**src/rtl/vlt_pkg.sv**
```systemverilog
// Shared widths, register addresses, configuration type and reset
// configuration for the scan-line timing generator.
package vlt_pkg;
    localparam int SHORT_W = 8;              // short segment length width
    localparam int LONG_W  = 10;             // long segment length width
    localparam int TOT_W   = 11;             // total line length width
    localparam int LINE_W  = 10;             // line counter width
    localparam int NSEG    = 6;              // segments before the front porch
    localparam int END_W   = TOT_W + 2;      // room for the sum of all segments
    localparam int ADDR_W  = 4;

    localparam logic [ADDR_W-1:0] A_SYNC  = 4'd0;
    localparam logic [ADDR_W-1:0] A_BWAY  = 4'd1;
    localparam logic [ADDR_W-1:0] A_BURST = 4'd2;
    localparam logic [ADDR_W-1:0] A_CBP   = 4'd3;
    localparam logic [ADDR_W-1:0] A_XBP   = 4'd4;
    localparam logic [ADDR_W-1:0] A_ACT   = 4'd5;
    localparam logic [ADDR_W-1:0] A_FIRST = 4'd6;
    localparam logic [ADDR_W-1:0] A_LAST  = 4'd7;
    localparam logic [ADDR_W-1:0] A_MSB   = 4'd8;
    localparam logic [ADDR_W-1:0] A_TOTL  = 4'd9;
    localparam logic [ADDR_W-1:0] A_TOTH  = 4'd10;
    localparam logic [ADDR_W-1:0] A_MODE  = 4'd11;

    localparam int LINES_A = 525;
    localparam int LINES_B = 625;

    typedef struct packed {
        logic [SHORT_W-1:0] sync_len;
        logic [SHORT_W-1:0] bway_len;
        logic [SHORT_W-1:0] burst_len;
        logic [SHORT_W-1:0] cbp_len;
        logic [LONG_W-1:0]  xbp_len;
        logic [LONG_W-1:0]  act_len;
        logic [LONG_W-1:0]  first_len;
        logic [LONG_W-1:0]  last_len;
        logic [TOT_W-1:0]   total;
        logic               lines625;
        logic               pal;
        logic               setup;
    } cfg_t;

    localparam cfg_t CFG_RST = '{
        sync_len:  8'd4,  bway_len: 8'd2,   burst_len: 8'd4,  cbp_len: 8'd2,
        xbp_len:   10'd0, act_len:  10'd40, first_len: 10'd20, last_len: 10'd20,
        total:     11'd64, lines625: 1'b0,  pal: 1'b0,        setup: 1'b0
    };
endpackage

```
**src/rtl/vlt_cfg_regs.sv**
```systemverilog
// Register file with pending and working copies. Writes update the
// pending copy; the working copy is loaded from the pending copy only
// when `load` is high (last cycle of a line). Assumes one write per cycle.
module vlt_cfg_regs
    import vlt_pkg::*;
(
    input  logic              clk,
    input  logic              rst_n,
    input  logic              wr_en,
    input  logic [ADDR_W-1:0] wr_addr,
    input  logic [7:0]        wr_data,
    input  logic              load,
    output cfg_t              cfg
);
    cfg_t pend_q;
    cfg_t work_q;

    // Capture register writes into the pending copy.
    always_ff @(posedge clk) begin
        if (!rst_n) begin
            pend_q <= CFG_RST;
        end else if (wr_en) begin
            case (wr_addr)
                A_SYNC:  pend_q.sync_len       <= wr_data;
                A_BWAY:  pend_q.bway_len       <= wr_data;
                A_BURST: pend_q.burst_len      <= wr_data;
                A_CBP:   pend_q.cbp_len        <= wr_data;
                A_XBP:   pend_q.xbp_len[7:0]   <= wr_data;
                A_ACT:   pend_q.act_len[7:0]   <= wr_data;
                A_FIRST: pend_q.first_len[7:0] <= wr_data;
                A_LAST:  pend_q.last_len[7:0]  <= wr_data;
                A_MSB: begin
                    pend_q.xbp_len[9:8]   <= wr_data[1:0];
                    pend_q.act_len[9:8]   <= wr_data[3:2];
                    pend_q.first_len[9:8] <= wr_data[5:4];
                    pend_q.last_len[9:8]  <= wr_data[7:6];
                end
                A_TOTL:  pend_q.total[7:0]     <= wr_data;
                A_TOTH:  pend_q.total[10:8]    <= wr_data[2:0];
                A_MODE: begin
                    pend_q.lines625 <= wr_data[0];
                    pend_q.pal      <= wr_data[1];
                    pend_q.setup    <= wr_data[2];
                end
                default: ;
            endcase
        end
    end

    // Move the pending set into the working set at the line boundary.
    always_ff @(posedge clk) begin
        if (!rst_n) begin
            work_q <= CFG_RST;
        end else if (load) begin
            work_q <= pend_q;
        end
    end

    assign cfg = work_q;
endmodule

```
**src/rtl/vlt_line_count.sv**
```systemverilog
// Pixel position and line counters. The position runs 0..total-1
// (a total of 0 behaves as 1); `wrap` flags the last cycle of a line.
// The line counter wraps at the line count chosen by `lines625`.
module vlt_line_count
    import vlt_pkg::*;
(
    input  logic              clk,
    input  logic              rst_n,
    input  logic [TOT_W-1:0]  total,
    input  logic              lines625,
    output logic [TOT_W-1:0]  pos,
    output logic [LINE_W-1:0] line,
    output logic              wrap
);
    localparam logic [LINE_W-1:0] LAST_A = LINE_W'(LINES_A - 1);
    localparam logic [LINE_W-1:0] LAST_B = LINE_W'(LINES_B - 1);

    logic [TOT_W-1:0]  last_pos;
    logic [LINE_W-1:0] last_line;

    // Last position and last line for the current configuration.
    always_comb begin
        last_pos  = (total == '0) ? '0 : total - 1'b1;
        last_line = lines625 ? LAST_B : LAST_A;
        wrap      = (pos >= last_pos);
    end

    // Advance the pixel position and the line number.
    always_ff @(posedge clk) begin
        if (!rst_n) begin
            pos  <= '0;
            line <= '0;
        end else if (wrap) begin
            pos  <= '0;
            line <= (line >= last_line) ? '0 : line + 1'b1;
        end else begin
            pos  <= pos + 1'b1;
        end
    end
endmodule

```
**src/rtl/vlt_seg_decode.sv**
```systemverilog
// Decodes the segment strobes from the pixel position and the working
// configuration. Segment end points are running sums of the lengths in
// line order: sync, breezeway, burst, colour back porch, extended back
// porch, active. Purely combinational.
module vlt_seg_decode
    import vlt_pkg::*;
(
    input  logic [TOT_W-1:0] pos,
    input  cfg_t             cfg,
    output logic             sync_o,
    output logic             burst_o,
    output logic             active_o,
    output logic             act_first_o,
    output logic             act_last_o
);
    logic [END_W-1:0] lens [NSEG];
    logic [END_W-1:0] ends [NSEG];
    logic [END_W-1:0] p;

    // Widen each segment length to the sum width, in line order.
    always_comb begin
        lens[0] = END_W'(cfg.sync_len);
        lens[1] = END_W'(cfg.bway_len);
        lens[2] = END_W'(cfg.burst_len);
        lens[3] = END_W'(cfg.cbp_len);
        lens[4] = END_W'(cfg.xbp_len);
        lens[5] = END_W'(cfg.act_len);
        p       = END_W'(pos);
    end

    // Running sums giving the end point of each segment.
    for (genvar i = 0; i < NSEG; i++) begin : g_end
        if (i == 0) begin : g_first
            assign ends[i] = lens[i];
        end else begin : g_rest
            assign ends[i] = ends[i-1] + lens[i];
        end
    end

    // Compare the position against the end points.
    always_comb begin
        sync_o      = (p < ends[0]);
        burst_o     = (p >= ends[1]) && (p < ends[2]);
        active_o    = (p >= ends[4]) && (p < ends[5]);
        act_first_o = active_o && (p < ends[4] + END_W'(cfg.first_len));
        act_last_o  = active_o && (p + END_W'(cfg.last_len) >= ends[5]);
    end
endmodule

```
**src/rtl/vlt_line_timer.sv**
```systemverilog
// Top level of the scan-line timing generator: register file, counters
// and segment decoder. Assumes the pixel clock is the only clock and
// the register port is driven synchronously to it.
module vlt_line_timer
    import vlt_pkg::*;
(
    input  logic              clk,
    input  logic              rst_n,
    input  logic              wr_en,
    input  logic [ADDR_W-1:0] wr_addr,
    input  logic [7:0]        wr_data,
    output logic              sync_o,
    output logic              burst_o,
    output logic              blank_o,
    output logic              active_o,
    output logic              act_first_o,
    output logic              act_last_o,
    output logic              line_start_o,
    output logic              pedestal_o,
    output logic              pal_o,
    output logic [LINE_W-1:0] line_num_o
);
    cfg_t             cfg;
    logic [TOT_W-1:0] pos;
    logic             wrap;

    vlt_cfg_regs u_regs (
        .clk     (clk),
        .rst_n   (rst_n),
        .wr_en   (wr_en),
        .wr_addr (wr_addr),
        .wr_data (wr_data),
        .load    (wrap),
        .cfg     (cfg)
    );

    vlt_line_count u_count (
        .clk      (clk),
        .rst_n    (rst_n),
        .total    (cfg.total),
        .lines625 (cfg.lines625),
        .pos      (pos),
        .line     (line_num_o),
        .wrap     (wrap)
    );

    vlt_seg_decode u_dec (
        .pos         (pos),
        .cfg         (cfg),
        .sync_o      (sync_o),
        .burst_o     (burst_o),
        .active_o    (active_o),
        .act_first_o (act_first_o),
        .act_last_o  (act_last_o)
    );

    // Line-level flags derived from position and mode.
    always_comb begin
        blank_o      = !active_o;
        line_start_o = (pos == '0);
        pedestal_o   = active_o && cfg.setup;
        pal_o        = cfg.pal;
    end
endmodule

```
**config.mk**
```make
export PLATFORM = sky130hd
export DESIGN_NAME = vlt_line_timer
export DESIGN_NICKNAME = d
export VERILOG_FILES = /design/src/rtl/vlt_pkg.sv /design/src/rtl/vlt_cfg_regs.sv /design/src/rtl/vlt_line_count.sv /design/src/rtl/vlt_seg_decode.sv /design/src/rtl/vlt_line_timer.sv
export SDC_FILE = /design/constraint.sdc
export NUM_CORES = 1
export LEC_CHECK = 0
export ABC_AREA = 1
export BUFFER_PORTS_ARGS = -buffer_cell sky130_fd_sc_hd__buf_4
export CORE_ASPECT_RATIO = 1.25
export CORE_MARGIN = 10
export CORE_UTILIZATION = 60
export DETAILED_ROUTE_END_ITERATION = 16
export PLACE_DENSITY = 0.8
export RECOVER_POWER = 50
export SLEW_MARGIN = 15
export SYNTH_ARGS = -nofsm -noshare
export SYNTH_HDL_FRONTEND = slang
export SYNTH_SLANG_ARGS = --single-unit
export TNS_END_PERCENT = 5
```
**constraint.sdc**
```tcl
create_clock -name clk -period 13.75 [get_ports clk]
set_clock_uncertainty 0.05 [all_clocks]
set_input_delay 0.6875 -clock clk [delete_from_list [all_inputs] [get_ports clk]]
set_output_delay 0.6875 -clock clk [all_outputs]
set_load 0.05 [all_outputs]
```
==> reports/results.tsv <==
stage	metric	value	unit
synth	Syn Area/Cell	7.16	um^2
detailed_routing	Wirelength per Cell	16.2	um
synth	Unique masters post-synth	48	
synth	Syn Nets	1853	
synth	sequential cell area fraction in the yosys report	32.2	%
cts	H-Tree Depth	4	
detailed_routing	vias post-DR	11000	
critical_path	CP Launch Type	flop	
final_layout	n_diodes	0	
timing	Fin Setup TNS	0	ps
grt	largest net degree at the start of global routing	95	
floorplanning	I/O Pins	34	
pwr	Sw Ratio	25.1	%
flow_run	Max-Cap Viols	2	
synth	synth top area cells	dfxtp_1, ha_1, nor2_1	
grt	number of global-route vias before repair	10400	
final_layout	nets	1862	
timing	highest clock rate	130	MHz
synth	Post-synth EDFFs	0	
detailed_routing	DRC violations left	0	
synth	Synth area leader	dfxtp_1	
pwr	Comb power frac	4.7	%
grt	grt ovf	0	
pwr	pwr dens	86.7	nW/um^2
place	pre-CTS setup slack	6550	ps
hold_path	hold depth	2	
cts	# hold bufs at CTS	0	
status	outcome	finished with violations	
critical_path	Critical R2R Launch	u_regs.cfg[3]$_SDFFE_PN0P_	
synth	Mapped Cells	1678	
pwr	Clk pwr share	44.5	%
detailed_routing	WL final	31900	um
grt	antenna violations before repair	0	
timing	Final WS setup	6080	ps
final_layout	most frequent cells in the layout	nor2_1, nand2_1, dfxtp_1, inv_1, o21ai_0	
final_layout	register area	3860	um^2
synth	Yosys top cell area share	32.2	%
hold_path	hold path start	u_regs.pend_q[83]$_SDFFE_PN0P_	
place	routability cong.	0.906	
floorplanning	initial cell density of the core	61.5	%
cts	Resized Gates After CTS	0	
synth	FF+latch count, synth	193	
cts	CTS root buffer	clkbuf_16	
pwr	Peak VDD IR	0.0717	mV
critical_path	most used cell, CP	nand2_1	
pwr	Leak	6.62	nW
hold_path	terminating pin of the worst hold path	u_regs.pend_q[83]$_SDFFE_PN0P_	
timing	final setup fails	0	
critical_path	crit-path max FO	5	
synth	prevailing post-synth register cell	dfxtp_1	
place	HPWL Detailed	22500	um
timing	Final period util	55.8	%
synth	Async S/R FF share, synth	0	%
cts	TritonCTS clock tree	yes	
critical_path	CP Capture Type	output pin	
final_layout	area grow syn2layout	7.98	%
critical_path	Reg2Reg Setup Slack	9420	ps
grt	first-pass GRT wire length	51800	um
floorplanning	Horiz. Die Dim	147	um
cts	clock slew at reported path FFs	80	ps
timing	max-slew violations	173	
pwr	cell-internal power	0.000842	W
critical_path	Worst Reg2Reg Path Length in Cells	17	
floorplanning	Site Rows	57	
pwr	Psw	0.000283	W
pwr	Power Total	0.00112	W
cts	clk sink count	193	
cts	clock latency on the worst-skew pair	440	ps
critical_path	Required @ worst endpoint	13010	ps
floorplanning	Die ar.	26100	um^2
timing	Hold Vio Cnt, Final	0	
critical_path	worst reg2reg endpoint	u_regs.cfg[85]$_SDFFE_PN0P_	
synth	Mapped Area	12000	um^2
critical_path	kind of critical path	flop to output pin	
synth	Synth warnings	0	
detailed_routing	antenna viol nets, final	0	
status	failing checks	capacitance limit, slew limit	
timing	RSZ-0062 raised after global routing	no	
critical_path	CP Launch Point	u_regs.cfg[80]$_SDFFE_PN1P_	
detailed_routing	vias per cell	5.58	
floorplanning	core area	19500	um^2
timing	Final Critical Period	7670	ps
hold_path	Hold Crit Class	flop to flop	
grt	gr usage total	24.4	%
place	Port-buffer cells	33	
final_layout	Fillers	1763	
final_layout	multi-input combinational cell area	7270	um^2
cts	# Post-CTS Setup Buffers	0	
critical_path	critical path's slowest cell	fa_1	
critical_path	CP max stage delay	480	ps
final_layout	commonest non-fill, non-tap cell in the layout	nor2_1	
cts	clock buffer depth	2	
final_layout	layout cells sized above 1	5.47	%
pwr	Seq pwr share	50.8	%
detailed_routing	drt initial violations	972	
critical_path	critical path arrival	6930	ps
floorplanning	die height	178	um
timing	Max-Slew Margin vs Limit	-111	%
cts	cts bufs inserted	17	
detailed_routing	DRT Pass-1 Iters	6	
timing	Worst-Margin Slew	3170	ps
[metal layers]
metal  share of wire (%)  wire length (um)  GRT usage [%]
met1                  41             13100           28.7
met2                  50             15800           43.8
met3                 6.0              1910           3.45
met4                 3.2              1010           9.73
met5                   0                 0              0
[cell usage after synthesis (3+ instances only)]
master    instances
o21bai_1          7
ha_1            146
inv_2             3
buf_2            17
nand2_1         253
o21ai_1          24
nor3_1           14
nor2_1          344
nor2_2            3
a31oi_1           4
nor3b_1           3
inv_1           178
nor4_1            3
a21o_1            3
nand3_2           3
dfxtp_1         193
xnor2_1          19
xor2_1           41
clkbuf_1         25
a21oi_1         105
o21ai_0         146
buf_1             6
a31o_2            3
nand2_2          13
fa_1             14
nand3_1          65
nand4_1          16
[registers in the layout (all words and copies together) (netlist names)]
signal and flops:
u_regs.pend_q 86, u_count.line 10, u_regs.cfg 86, u_count.pos 11
[worst max-delay path by stage]
stage,to,slack (ps)
after floorplan,act_last_o,7180
after global placement,act_last_o,6740
after detailed placement,act_last_o,6550
after CTS,act_last_o,6070
after global routing,act_last_o,5520
final,act_last_o,6080
[cells by family after synthesis]
| family | synth area share, % |
|---|---|
| buffers and inverters | 7.47 |
| AOI/OAI and AO/OA | 13.3 |
| and+or+nand+nor | 25.1 |
| xor gates and xnor gates | 4.37 |
| adders and majority gates | 17.5 |
| DFF | 32.2 |
[critical path: cells and delay by family, from the launching register on]
kind / cells / cell delay (ps)
AO/OA/AOI/OAI: 5 / 890
XOR/XNOR: 4 / 1250
flip-flops: 1 / 330
buffers and inverters: 5 / 410
adder cells (fa/ha/maj): 6 / 2220
AND/OR/NAND/NOR: 18 / 1380
[layout make-up]
| type | instances | share of cell area (%) |
|---|---|---|
| flip-flops and latches | 193 | 29.8 |
| clock buffers | 19 | 3.41 |
| clock inverters | 13 | 1.11 |
| multi-input cells | 1253 | 56.0 |
| well taps | 265 | 2.56 |
| inverters | 183 | 5.30 |
| repair buffers | 39 | 1.82 |
[power groups by stage]
stage               Sequential (W)  Clock, W  Combinational [W]
floorplan                 0.000582         0          0.0000345
global placement          0.000584         0          0.0000508
detailed placement        0.000584         0          0.0000517
CTS                       0.000571  0.000503          0.0000526
global route              0.000572  0.000527          0.0000589
finish                    0.000571  0.000500          0.0000528
[through the flow]
| step | instance area, um^2 | std cells | hold slack [ps] | utilization (%) |
|---|---|---|---|---|
| after floorplan | 12000 | 1678 | 379 | - |
| after global placement | 12400 | 1933 | 389 | 63.7 |
| after detailed placement | 12400 | 1933 | 393 | 63.7 |
| after CTS | 13000 | 1965 | 408 | 66.7 |
| after global routing | 13000 | 1965 | 427 | 66.4 |
| final | 13000 | 1965 | 409 | 66.4 |
Power figures use the tool's default switching activity.
